File: config.mk
export PLATFORM = sky130hd
export DESIGN_NAME = exec_budget_guard
export DESIGN_NICKNAME = d
export VERILOG_FILES = /design/src/rtl/exec_budget_pkg.sv /design/src/rtl/exec_budget_dp.sv /design/src/rtl/exec_budget_ctl.sv /design/src/rtl/exec_budget_guard.sv
export SDC_FILE = /design/constraint.sdc
export NUM_CORES = 1
export LEC_CHECK = 0
export CORE_MARGIN = 5
export CORE_UTILIZATION = 39
export CTS_CLUSTER_SIZE = 30
export DETAILED_ROUTE_END_ITERATION = 10
export SYNTH_ARGS = -nofsm -noshare
export SYNTH_HDL_FRONTEND = slang
export SYNTH_HIERARCHICAL = 1
export SYNTH_SLANG_ARGS = --single-unit
File: constraint.sdc
create_clock -name clk -period 3 [get_ports clk]
set_input_delay 0.75 -clock clk [delete_from_list [all_inputs] [get_ports clk]]
set_output_delay 0.75 -clock clk [all_outputs]
set_load 0.05 [all_outputs]
File: src/rtl/exec_budget_pkg.sv
package exec_budget_pkg;
  // strobes from control to datapath
  typedef struct packed {
    logic newPkt;   // load counters for a fresh packet
    logic track;    // keep measuring the receive side
    logic runLoad;  // execution starts: elapsed count to 1
    logic runInc;   // execution continues: elapsed count up
  } ctl_t;

  typedef enum logic [2:0] {
    S_IDLE = 3'd0,
    S_BUF  = 3'd1,
    S_RUN  = 3'd2,
    S_KILL = 3'd3,
    S_CLR  = 3'd4
  } state_t;
endpackage

File: src/rtl/exec_budget_dp.sv
module exec_budget_dp
  import exec_budget_pkg::*;
#(
  parameter int CNT_W = 16
) (
  input  logic             clk,
  input  logic             rst_n,
  input  ctl_t             ctl,
  input  logic             beatValid,
  input  logic             pktEnd,
  input  logic [CNT_W-1:0] threshold,
  output logic             rxFinal,
  output logic             startReady,
  output logic             expired
);
  localparam logic [CNT_W-1:0] CNT_MAX = {CNT_W{1'b1}};

  logic [CNT_W-1:0] rxCnt;
  logic [CNT_W-1:0] beatCnt;
  logic [CNT_W-1:0] exCnt;
  logic             rxDone;

  always_ff @(posedge clk) begin
    if (!rst_n) begin
      rxCnt   <= '0;
      beatCnt <= '0;
      rxDone  <= 1'b0;
    end else if (ctl.newPkt) begin
      rxCnt   <= {{(CNT_W-1){1'b0}}, 1'b1};
      beatCnt <= {{(CNT_W-1){1'b0}}, 1'b1};
      rxDone  <= pktEnd;
    end else if (ctl.track && !rxDone) begin
      if (rxCnt != CNT_MAX) rxCnt <= rxCnt + 1'b1;
      if (beatValid && beatCnt != CNT_MAX) beatCnt <= beatCnt + 1'b1;
      if (pktEnd) rxDone <= 1'b1;
    end
  end

  always_ff @(posedge clk) begin
    if (!rst_n) begin
      exCnt <= '0;
    end else if (ctl.runLoad) begin
      exCnt <= {{(CNT_W-1){1'b0}}, 1'b1};
    end else if (ctl.runInc && exCnt != CNT_MAX) begin
      exCnt <= exCnt + 1'b1;
    end
  end

  assign rxFinal    = rxDone;
  assign startReady = rxDone || (beatCnt >= threshold);
  assign expired    = rxDone && (exCnt >= rxCnt);


  rx_frozen_chk: assert property (@(posedge clk) disable iff (!rst_n)
    (rxDone && !ctl.newPkt) |=> $stable(rxCnt));
endmodule

File: src/rtl/exec_budget_ctl.sv
module exec_budget_ctl
  import exec_budget_pkg::*;
(
  input  logic clk,
  input  logic rst_n,
  input  logic pktStart,
  input  logic finReq,
  input  logic rxFinal,
  input  logic startReady,
  input  logic expired,
  output ctl_t ctl,
  output logic execStart,
  output logic execKill,
  output logic resClear,
  output logic busy
);
  state_t state, nxt;
  logic   startPulse;

  always_comb begin
    nxt = state;
    ctl = '0;
    case (state)
      S_IDLE: if (pktStart) begin
        ctl.newPkt = 1'b1;
        nxt        = S_BUF;
      end
      S_BUF: begin
        ctl.track = 1'b1;
        if (startReady) begin
          ctl.runLoad = 1'b1;
          nxt         = S_RUN;
        end
      end
      S_RUN: begin
        ctl.track = 1'b1;
        if (finReq)       nxt = S_IDLE;
        else if (expired) nxt = S_KILL;
        else              ctl.runInc = 1'b1;
      end
      S_KILL:  nxt = S_CLR;
      S_CLR:   nxt = S_IDLE;
      default: nxt = S_IDLE;
    endcase
  end

  always_ff @(posedge clk) begin
    if (!rst_n) begin
      state      <= S_IDLE;
      startPulse <= 1'b0;
    end else begin
      state      <= nxt;
      startPulse <= (state == S_BUF) && startReady;
    end
  end

  assign execStart = startPulse;
  assign execKill  = (state == S_KILL);
  assign resClear  = (state == S_CLR);
  assign busy      = (state != S_IDLE);


  kill_then_clear_chk: assert property (@(posedge clk) disable iff (!rst_n)
    execKill |=> (resClear && busy));

  clear_then_idle_chk: assert property (@(posedge clk) disable iff (!rst_n)
    resClear |=> !busy);

  pulse_onehot_chk: assert property (@(posedge clk) disable iff (!rst_n)
    $onehot0({execStart, execKill, resClear}));

  kill_after_final_chk: assert property (@(posedge clk) disable iff (!rst_n)
    ((state == S_RUN) && !rxFinal) |=> !execKill);

  fin_no_kill_chk: assert property (@(posedge clk) disable iff (!rst_n)
    ((state == S_RUN) && finReq) |=> (!busy && !execKill));
endmodule

File: src/rtl/exec_budget_guard.sv
module exec_budget_guard
  import exec_budget_pkg::*;
#(
  parameter int CNT_W = 16
) (
  input  logic             clk,
  input  logic             rst_n,
  input  logic             pktStart,
  input  logic             beatValid,
  input  logic             pktEnd,
  input  logic [CNT_W-1:0] threshold,
  input  logic             finReq,
  output logic             execStart,
  output logic             execKill,
  output logic             resClear,
  output logic             busy
);
  ctl_t ctl;
  logic rxFinal, startReady, expired;

  exec_budget_ctl u_ctl (
    .clk        (clk),
    .rst_n      (rst_n),
    .pktStart   (pktStart),
    .finReq     (finReq),
    .rxFinal    (rxFinal),
    .startReady (startReady),
    .expired    (expired),
    .ctl        (ctl),
    .execStart  (execStart),
    .execKill   (execKill),
    .resClear   (resClear),
    .busy       (busy)
  );

  exec_budget_dp #(.CNT_W(CNT_W)) u_dp (
    .clk        (clk),
    .rst_n      (rst_n),
    .ctl        (ctl),
    .beatValid  (beatValid),
    .pktEnd     (pktEnd),
    .threshold  (threshold),
    .rxFinal    (rxFinal),
    .startReady (startReady),
    .expired    (expired)
  );
endmodule

* After elaboration in Yosys (flattened, before gate mapping)
Cells that the tools add are included.
** Storage, ports and cells
- Register bits after elaboration :: 53
- Latch bits :: 0
- Bits in writable memories :: 0
- ROM bits :: 0
- Bits of input ports :: 22
- Output and inout port bits :: 4
- Word-level logic and storage cells :: 72
- Memories :: 0
** Cells by class
- Add/sub/neg operators :: 3
- Multiply operators :: 0
- Divide/modulo/power cells :: 0
- $lt $le $gt $ge :: 2
- Equal/unequal tests :: 10
- Shift-type cells :: 0
- Multiplexer cells :: 24
- Bitwise gates (word level) :: 1
- Reduce and logical (&&, ||, !) cells :: 23
** Operators by type and width (number)
- 16-bit by 1-bit adder with 16-bit output (second input constant) :: 3
- 16-bit inequality test (second input constant) :: 3
- 16-bit >= comparator :: 2
- 1-bit two-way mux :: 19
- 3-bit two-way mux :: 4
- 3-bit one-hot mux with 4 select lines :: 1
- 2-bit AND reduction :: 5
- 2-bit nonzero test :: 5
- 3-bit by 2-bit == test with 1-bit output (second input constant) :: 2
- 2-bit OR reduction :: 3
- 1-bit logical AND :: 5
- 3-bit by 1-bit == test with 1-bit output (second input constant) :: 1
- 3-bit == test (second input constant) :: 1
- 3-bit zero test :: 1
- 3-bit inequality test (second input constant) :: 1
- 3-bit AND reduction :: 1
- 3-bit nonzero test :: 1
- 2-bit by 1-bit inequality test with 1-bit output (second input constant) :: 1
- 2-bit inequality test (second input constant) :: 1
- 1-bit zero test :: 1
- 1-bit logical OR :: 1
- 1-bit NOT :: 1

* Longest topological paths before layout
- Depth after elaboration :: 8
- Depth in mapped cells :: 15
- Depth with buffers taken out :: 13

* Modules after synthesis
Netlist, hierarchy kept.
** By module, submodules not included
- exec_budget_dp :: times used 1, cells each 389, area each 3233.1 µm², sequential area each 980.9 µm²
- exec_budget_ctl :: times used 1, cells each 27, area each 215.2 µm², sequential area each 80.1 µm²

* Worst setup path after synthesis
OpenSTA, ideal clock, no wires.
- Path type :: reg-to-reg
- Start :: register u_dp.rxCnt[7]
- End :: register u_dp.exCnt[10]
- Library setup time :: 128 ps
- Arrival :: 2751 ps
- Required time :: 2872 ps
- Setup slack :: 121 ps
- Cell stages (with the launch flop) :: 16
- Buffers on the path :: 3
- Clock period less this slack :: 2879 ps
- Path through :: dfxtp_1 clkbuf_1 inv_1 ha_1 and4_1 a221o_1 a21oi_1 o41ai_1 nor3_1 buf_2 and4_1 clkbuf_1 o21a_1 nand4_1 xor2_1 nor2_1
** RTL lines
- start: declaration :: line exec_budget_dp.sv:18 : logic [CNT_W-1:0] rxCnt;
- start signal: assignment :: line exec_budget_dp.sv:29 : rxCnt <= {{(CNT_W-1){1'b0}}, 1'b1};
- start signal: assignment :: line exec_budget_dp.sv:33 : if (rxCnt != CNT_MAX) rxCnt <= rxCnt + 1'b1;
- end signal: assignment :: line exec_budget_dp.sv:43 : exCnt <= {{(CNT_W-1){1'b0}}, 1'b1};
- end signal: assignment :: line exec_budget_dp.sv:45 : exCnt <= exCnt + 1'b1;
- end: declaration :: line exec_budget_dp.sv:20 : logic [CNT_W-1:0] exCnt;

==> key figures <==
Route
  – Avg Vias per Cell: around 5.3
  – WL/cell: 13.4 um
  – Residual DRC: 0
  – DR vias: between 3k and 4k
  – DR iter-0 viols: 102
  – Routed WL: between 7 and 8 mm
  – Post-DRT Antenna Nets: 0
  – Pre-Repair DR Iteration Count: 4

Worst setup path
  – Cell mode on critical path: buf_4
  – Crit. End Element: flop
  – Worst Reg2Reg Path Length in Cells: 13
  – Reg2reg start: u_dp/exCnt[6]
  – FF-to-FF End: u_dp/exCnt[10]
  – Slowest cell on the critical path: dfxtp_1
  – Crit-path max FO: 6
  – Family with the most delay on the worst path: simple AND/OR/NAND/NOR gates
  – Worst EP required: about 3300 ps
  – Worst Setup Start Kind: flop
  – Crit path DAT: 3090 ps
  – Slowest stage delay, CP: about 470 ps
  – WP buf/inv: 2
  – Cells along the critical path: ha_1 > and4_1 > a221o_1 > a21oi_2 > o41ai_1 > buf_4 > nor3_2 > buf_4 > and4_4 > o21a_1 > nand4_1 > xor2_1 > nor2_1
  – Crit Path Class: reg2reg
  – Reg2reg setup slack: about 160 ps

Yosys
  – Sequential area share after synthesis: between 30% and 40%
  – Ys async rst share: 0%
  – Main flop type after synthesis: dfxtp_1
  – Syn_nets: roughly 470
  – Mapped Area: 3450 sq um
  – EDFF count, synth: 0
  – Distinct cell type count of the synthesized netlist: 52
  – Syn_area_per_cell: around 8.3 sq um
  – Synth Warn #: 6
  – Synthesized instance count: 416
  – Seq cells post-synth: 53

STA
  – Hold Vio Cnt, Final: 0
  – Final setup viols: 0
  – FMAX: ~350 MHz
  – Worst slew margin: roughly three fifths
  – Worst-margin pin slew: just over 600 ps
  – Fin. max-slew vios: 0
  – Crit path time final: between 2000 and 3000 ps
  – Final period util: 94.6%
  – Fin Clk Skew: around 9.6 ps
  – Unrepaired setup endpoints after global routing: false

Cells and area
  – Synth-to-layout area growth: 17.9%
  – ANT cells: 0
  – Register Area: approximately 1100 sq um
  – Multi-input logic area: around 2200 sq um
  – Final Util: 46.8%
  – Most frequent cells in the layout: dfxtp_1, nor2_1, inv_1
  – Filler instances: just under 900
  – Commonest non-fill, non-tap cell in the layout: dfxtp_1
  – NumNets Final: 520
  – Post-Layout Inst Area: around 4000 sq um
  – Share of layout cells above drive strength 1: between 10% and 20%

Min path
  – Hold path depth: 2
  – Hold endpoint: u_dp/rxCnt[1]
  – Min-delay src: u_dp/rxCnt[1]
  – Hold crit path type: reg2reg

Clocking
  – Clock buffer count from CTS: 5
  – Clk root buf: clkbuf_8
  – Clock transition at path regs: 90 ps
  – Worst skew pair latency: approximately 310 ps
  – H-Tree Level Count: 2
  – Sink Count: 53
  – Longest Clk Path Bufs: 2
  – CTS tree: built

Floorplanning
  – Core Footprint: roughly 8700 sq um
  – Die Y: about 100 um
  – FP Rows: 34
  – Total I/O pin count: 26
  – Die area: ~11000 sq um
  – Die X: around 100 um
  – Initial Utilization: 39.7%

GRT
  – Largest net degree at the start of global routing: 21
  – Antenna violations before repair: 0
  – First-pass GRT wire length: 13.3 mm
  – Remaining Overflow, GRT: 0
  – GR Util All Layers: ~14%
  – Number of global-route vias before repair: roughly 3.0k

Power and ir drop
  – Max IR drop VDD: ~220 uV
  – PD cells: between 300 and 400 nW/um^2
  – Tot Pwr: 0.00128 W
  – Combinational share of power: between 10% and 20%
  – Share of power burned in registers: between 50% and 60%
  – NetSw: 0.000328 W
  – Sw frac: 25.6%
  – Pleak: 1.53 nW
  – Clk network pwr share: a little under a third
  – P_int: between 0.0009 and 0.001 W

Run
  – Max-cap violations: 0

Placed design
  – Post-DP HPWL: just over 6 mm
  – Placed Area: just under 4000 sq um
  – Gpl congestion: ~0.85
  – PortBufs: 25

Outcome
  – Status: complete, no violations
## what timing repair did
item,4_1_cts,5_1_grt
buffers inserted,0,2
setup endpoints to repair,0,6
hold buffers,0,0
gates resized for setup,0,5
## power by group through the flow
| stage | registers, W | clock network, W | logic [W] |
|---|---|---|---|
| finish | 0.000725 | 0.000407 | 0.000150 |
| detailed placement | 0.000742 | 0 | 0.000150 |
| CTS | 0.000725 | 0.000421 | 0.000150 |
| global placement | 0.000741 | 0 | 0.000147 |
| global route | 0.000728 | 0.000447 | 0.000168 |
| floorplan | 0.000737 | 0 | 0.0000884 |
## cells in the mapped netlist (4+ instances only)
cell	n	share of area (%)
a21oi_1	24	3.5
a31oi_1	4	0.73
and4_1	9	2.3
clkbuf_1	6	0.65
dfxtp_1	53	31
ha_1	35	13
inv_1	36	3.9
nand2_1	24	2.6
nand2b_1	5	0.91
nand3_1	20	2.9
nand4_1	21	3.8
nor2_1	51	5.6
nor3_1	6	0.87
nor3b_1	5	1.1
nor4_1	7	1.3
nor4_2	6	2.2
o21a_1	4	0.87
o21ai_0	16	2.3
or3_1	5	0.91
xnor2_1	24	6.1
xor2_1	10	2.5
## worst max path at each step
stage | start | endpoint | slack, ps | depth (start not counted)
5_1_grt | u_dp/rxCnt[5] | u_dp/exCnt[10] | 10 | 14
6_report | u_dp/exCnt[6] | u_dp/exCnt[10] | 160 | 13
2_1_floorplan | u_dp/rxCnt[7] | u_dp/exCnt[10] | 120 | 15
3_5_place_dp | threshold[13] | u_dp/exCnt[8] | -130 | 12
3_3_place_gp | threshold[0] | u_dp/exCnt[12] | -60 | 12
4_1_cts | u_dp/rxCnt[5] | u_dp/exCnt[10] | 60 | 14
## metrics by stage
stage	instances	setup TNS (ps)	hold WS, ps	worst slack, ps
finish	572	0	505	161
global route	572	0	567	10.3
CTS	570	0	501	62.5
detailed placement	562	-552	488	-134
global placement	562	-120	481	-62.8
floorplan	416	0	470	121
## final cells by class
type                       count  share of cell area [%]
tap                          108                    3.33
multi-input combinational    314                    53.9
inverter                      37                    3.42
clock inverter                 1                   0.185
timing repair buffer          52                    11.1
sequential                    53                    26.1
clock buffer                   7                    1.88
## cells by family after synthesis
group / share of synthesized area [%]
flip-flops: 30.8
AO/OA/AOI/OAI: 10.5
buffers and inverters: 6.17
adder cells (fa/ha/maj): 12.7
AND/OR/NAND/NOR: 30.7
multiplexers: 0.581
XOR/XNOR: 8.64
## state kept, by name, indices dropped and copies added (netlist names)
register,count
u_ctl/execStart,1
u_dp/rxCnt,16
u_dp/exCnt,16
u_ctl/state,3
u_dp/beatCnt,16
u_dp/rxFinal,1
## worst reg2reg max path, delay by kind of cell (launching register included)
kind,cells,cell delay (ps)
adders and majority gates,1,310
DFF,1,470
and+or+nand+nor,5,780
buffers and inverters,2,320
AOI/OAI and AO/OA,4,750
xor gates and xnor gates,1,160
## per-layer routing
| layer | routed length [um] | global-route usage (%) |
|---|---|---|
| met1 | 3800 | 19.6 |
| met2 | 3530 | 23.2 |
| met5 | 0 | 0 |
| met4 | 81 | 3.42 |
| met3 | 253 | 2.86 |
(Power assumes the default switching activity.)
